--- src/rtl/pdseq_pkg.sv ---
package pdseq_pkg;
  typedef enum logic [1:0] {
    PH_RUN  = 2'd0,
    PH_RST  = 2'd1,
    PH_DOWN = 2'd2,
    PH_WAKE = 2'd3
  } pd_phase_t;

  // number of machine cycles the internal reset is held before gating clocks
  localparam int unsigned RESET_MC = 2;
endpackage

--- src/rtl/pdseq_sync.sv ---
module pdseq_sync #(
  parameter int unsigned STAGES = 2
) (
  input  logic clk,
  input  logic rst_n,
  input  logic d_async,
  output logic q_sync
);
  logic [STAGES-1:0] chain;

  generate
    if (STAGES == 1) begin : g_single
      always_ff @(posedge clk or negedge rst_n) begin
        if (!rst_n) chain <= 1'b1;
        else        chain <= d_async;
      end
    end else begin : g_multi
      always_ff @(posedge clk or negedge rst_n) begin
        if (!rst_n) chain <= '1;
        else        chain <= {chain[STAGES-2:0], d_async};
      end
    end
  endgenerate

  assign q_sync = chain[STAGES-1];
endmodule

--- src/rtl/pdseq_ctrl.sv ---
module pdseq_ctrl
  import pdseq_pkg::*;
#(
  parameter int unsigned STAB_MC = 16
) (
  input  logic      clk,
  input  logic      rst_n,
  input  logic      strobe,
  input  logic      req_n_sync,
  input  logic      owd_en,
  output pd_phase_t phase
);
  localparam int unsigned MAXC  = (STAB_MC > RESET_MC) ? STAB_MC : RESET_MC;
  localparam int unsigned CNT_W = $clog2(MAXC + 1);
  localparam logic [CNT_W-1:0] RST_LAST  = CNT_W'(RESET_MC - 1);
  localparam logic [CNT_W-1:0] STAB_LAST = CNT_W'(STAB_MC - 1);

  pd_phase_t        phase_q, phase_d;
  logic [CNT_W-1:0] mc_cnt_q, mc_cnt_d;
  logic             req_hit;

  assign req_hit = !req_n_sync && owd_en;

  always_comb begin
    phase_d  = phase_q;
    mc_cnt_d = mc_cnt_q;
    if (strobe) begin
      unique case (phase_q)
        PH_RUN: begin
          if (req_hit) begin
            phase_d  = PH_RST;
            mc_cnt_d = '0;
          end
        end
        PH_RST: begin
          if (mc_cnt_q == RST_LAST) begin
            phase_d  = PH_DOWN;
            mc_cnt_d = '0;
          end else begin
            mc_cnt_d = mc_cnt_q + 1'b1;
          end
        end
        PH_DOWN: begin
          if (req_n_sync) begin
            phase_d  = PH_WAKE;
            mc_cnt_d = '0;
          end
        end
        PH_WAKE: begin
          if (mc_cnt_q == STAB_LAST) begin
            phase_d  = PH_RUN;
            mc_cnt_d = '0;
          end else begin
            mc_cnt_d = mc_cnt_q + 1'b1;
          end
        end
        default: phase_d = PH_RUN;
      endcase
    end
  end

  always_ff @(posedge clk or negedge rst_n) begin
    if (!rst_n) begin
      phase_q  <= PH_RUN;
      mc_cnt_q <= '0;
    end else begin
      phase_q  <= phase_d;
      mc_cnt_q <= mc_cnt_d;
    end
  end

  assign phase = phase_q;
endmodule

--- src/rtl/pdseq_outdec.sv ---
module pdseq_outdec
  import pdseq_pkg::*;
(
  input  pd_phase_t phase,
  output logic      core_rst,
  output logic      wdt_stop,
  output logic      wdt_clr,
  output logic      main_osc_en,
  output logic      rc_osc_en,
  output logic      pad_float,
  output logic      pd_status
);
  always_comb begin
    core_rst    = (phase != PH_RUN);
    wdt_stop    = (phase != PH_RUN);
    wdt_clr     = (phase == PH_RST);
    main_osc_en = (phase != PH_DOWN);
    rc_osc_en   = (phase != PH_DOWN);
    pad_float   = (phase == PH_DOWN);
    pd_status   = (phase == PH_DOWN);
  end
endmodule

--- src/rtl/pdseq_top.sv ---
module pdseq_top
  import pdseq_pkg::*;
#(
  parameter int unsigned SYNC_STAGES = 2,
  parameter int unsigned STAB_MC     = 16
) (
  input  logic clk,
  input  logic rst_n,
  input  logic mc_strobe,
  input  logic pd_req_n,
  input  logic osc_wd_en,
  input  logic sw_save_en,
  output logic core_rst,
  output logic wdt_stop,
  output logic wdt_clr,
  output logic main_osc_en,
  output logic rc_osc_en,
  output logic pad_float,
  output logic pd_status
);
  logic      req_n_sync;
  pd_phase_t phase;
  logic      sw_save_unused;

  // the software power-save gate belongs to other low-power modes only
  assign sw_save_unused = sw_save_en;

  pdseq_sync #(.STAGES(SYNC_STAGES)) i_sync (
    .clk     (clk),
    .rst_n   (rst_n),
    .d_async (pd_req_n),
    .q_sync  (req_n_sync)
  );

  pdseq_ctrl #(.STAB_MC(STAB_MC)) i_ctrl (
    .clk        (clk),
    .rst_n      (rst_n),
    .strobe     (mc_strobe),
    .req_n_sync (req_n_sync),
    .owd_en     (osc_wd_en),
    .phase      (phase)
  );

  pdseq_outdec i_dec (
    .phase       (phase),
    .core_rst    (core_rst),
    .wdt_stop    (wdt_stop),
    .wdt_clr     (wdt_clr),
    .main_osc_en (main_osc_en),
    .rc_osc_en   (rc_osc_en),
    .pad_float   (pad_float),
    .pd_status   (pd_status)
  );
endmodule

--- config.mk ---
export PLATFORM = sky130hd
export DESIGN_NAME = pdseq_top
export DESIGN_NICKNAME = d
export VERILOG_FILES = /design/src/rtl/pdseq_pkg.sv /design/src/rtl/pdseq_sync.sv /design/src/rtl/pdseq_ctrl.sv /design/src/rtl/pdseq_outdec.sv /design/src/rtl/pdseq_top.sv
export SDC_FILE = /design/constraint.sdc
export NUM_CORES = 1
export LEC_CHECK = 0
export BUFFER_PORTS_ARGS = -buffer_cell sky130_fd_sc_hd__buf_4
export CAP_MARGIN = 20
export CELL_PAD_IN_SITES_DETAIL_PLACEMENT = 1
export CELL_PAD_IN_SITES_GLOBAL_PLACEMENT = 1
export CORE_AREA = 2 2 41 43
export DETAILED_ROUTE_END_ITERATION = 8
export DIE_AREA = 0 0 43 45
export GPL_TIMING_DRIVEN = 1
export MAX_ROUTING_LAYER = met4
export PLACE_DENSITY = 0.77
export RECOVER_POWER = 50
export SKIP_CTS_REPAIR_TIMING = 1
export SYNTH_ARGS = -nofsm -noshare
export SYNTH_HDL_FRONTEND = slang
export SYNTH_SLANG_ARGS = --single-unit
--- constraint.sdc ---
create_clock -name clk -period 3.92 [get_ports clk]
set_input_delay 0.588 -clock clk [delete_from_list [all_inputs] [get_ports clk]]
set_output_delay 0.588 -clock clk [all_outputs]
set_load 0.01 [all_outputs]
==> impl_metrics.json <==
{
  "async_reset_ff_frac": 1.00,
  "drt_iter0_drc": 0,
  "synth_area_leaders": "dfrtp_1 30%, ha_1 17%, dfstp_2 9.1%, buf_4 3.9%, inv_1 3.9%",
  "crit_arrival_ns": 2.39,
  "grt_max_degree": 13,
  "period_share": 0.571,
  "cp_data_required_time_ns": 4.07,
  "ys_seq_elements": 9,
  "drt_wl_total_um": 1010,
  "initial_core_util": 0.391,
  "syn_area_per_cell_um2": 10.9,
  "coreArea_mm2": 0.00147,
  "fin_tns_setup_ns": 0,
  "ant_nets": 0,
  "vdd_drop_max_uv": 301,
  "cts_max_level": 1,
  "die-area_mm2": 0.00194,
  "register_area_um2": 228,
  "slew_headroom": 0.419,
  "rr_worst_depth": 6,
  "final_nets": 79,
  "cts.path.max_buffers": 2,
  "p_total_mw": 0.494,
  "fill_cells": 177,
  "period_needed_ns": 2.24,
  "ys_warn_count": 0,
  "finalHoldViolCount": 0,
  "ios": 13,
  "firstDrtPassIters": 1,
  "syn_area_um2": 576,
  "grt_pass1_vias": 375,
  "clock-sinks": 9,
  "worst_pin_slew_ns": 0.872,
  "p_per_area_mw_per_mm2": 737,
  "wl_per_cell_um": 12.6,
  "vias": 429,
  "area_growth_pct": 16.5,
  "r2r_start": "i_ctrl.phase[0]",
  "drive_gt1_frac": 0.297,
  "dieWidth_um": 43,
  "routabilityCongestion": 0.717,
  "syn_nets": 67,
  "skew_ns": 0.00282,
  "yosysMostFrequentCell": "ha_1",
  "netlist_instances": 53,
  "startpoint": "i_ctrl.phase[0]",
  "clk_latency_ns": 0.26,
  "ys_types": 28,
  "fmax_ghz": 0.447,
  "drc": 0,
  "grt_pass1_wl_um": 1680,
  "hpwl_um": 807,
  "vias_per_cell": 5.36,
  "port_buffers": 11,
  "synth_common_cells": "8 x ha_1, 7 x dfrtp_1, 6 x inv_1",
  "rsz0062_at_grt": "no",
  "synth_top_area_frac": 0.304,
  "synth_top_area_cell": "dfrtp_1",
  "endpoint_kind": "register",
  "cts_tree": "yes",
  "rrSetupSlack_ns": 1.68,
  "setup_viol": 0,
  "worstPathMaxFanout": 12,
  "cts_inserted_buffers": 3,
  "std_cell_rows": 14,
  "r2r-end": "i_ctrl.phase[1]",
  "cellLeakagePower_nw": 0.334,
  "slew_violations": 0,
  "drv_cap": 0,
  "multi_input_area_um2": 299,
  "seq_area_frac_synth": 0.396,
  "run_status": "complete, no violations",
  "synth_edf_count": 0,
  "antenna_found_initial": 0,
  "antenna_cells": 0,
  "clkTransAtPathRegs_ns": 0.06,
  "ys.flop_type": "dfrtp_1",
  "overflow": 0,
  "start_kind": "register",
  "die_height_um": 45,
  "grtUsageTotal": 0.126,
  "min_path_type": "primary input to async pin",
  "root_buffer": "clkbuf_4",
  "worstSetupPathType": "register to register"
}
[cell families (layout without fill, tap and decap cells)]
kind of cell	Yosys count	count (layout)	synth area share
compound gates	11	11	0.167
mux	1	1	0.0261
fa+ha+maj	8	8	0.174
simple gates	14	14	0.152
buf+inv	10	21	0.0848
flops	9	9	0.396
[power by group]
group,total (mW),switching (mW),internal (mW)
Clock,0.0718,0.0326,0.0392
Sequential,0.154,0.0320,0.122
Combinational,0.268,0.140,0.128
[metrics by stage]
step	cells	setup WS, ns	cell area, µm²	hold slack, ns	utilization
final	80	1.68	671	0.246	0.456
after global routing	80	1.42	671	0.295	0.456
after detailed placement	76	1.67	652	0.348	0.443
after floorplan	53	2.13	576	0.292	-
after global placement	76	1.70	652	0.351	0.443
after CTS	80	1.66	678	0.129	0.461
[sequential cells by signal, summed over array words and instances, names as in the netlist]
signal / count
i_ctrl.mc_cnt_q: 5
i_sync.chain: 2
i_ctrl.phase: 2
[critical path: stages (launching register included)]
cell      delay [ns]
dfrtp_1         0.40
inv_1           0.15
ha_1            0.23
inv_1           0.09
o221ai_1        0.69
nand2b_2        0.28
mux2_4          0.29
[area by class of cell]
cell class / count / area share
multi-input cells: 34 / 0.446
inverters: 6 / 0.0336
flip-flops and latches: 9 / 0.340
repair buffers: 11 / 0.112
well taps: 16 / 0.0299
clock buffers: 4 / 0.0392
[placed cells by master, fill, tap and decap left out, types with 2 or more instances in the layout]
cell type,n
buf_4,8
clkbuf_1,3
clkbuf_4,4
dfrtp_1,7
dfstp_2,2
ha_1,8
inv_1,6
nand2_1,3
nand3_1,2
nor3_1,2
[how the worst max path moves through the flow]
stage,to,slack (ns)
floorplan,i_ctrl.phase[1],2.13
CTS,i_ctrl.phase[1],1.66
detailed placement,i_ctrl.phase[1],1.67
global placement,i_ctrl.phase[1],1.70
finish,i_ctrl.phase[1],1.68
global route,i_ctrl.phase[1],1.42
[per-layer routing]
layer | vias up | global-route usage | share of wire
met3 | 5 | 0.0120 | 0.024
met4 | 0 | 0.0909 | 0.029
met1 | 210 | 0.163 | 0.48
met5 | - | - | 0
met2 | 6 | 0.185 | 0.47
li1 | 208 | - | -
Note: power is estimated with default switching activity, not from simulation.
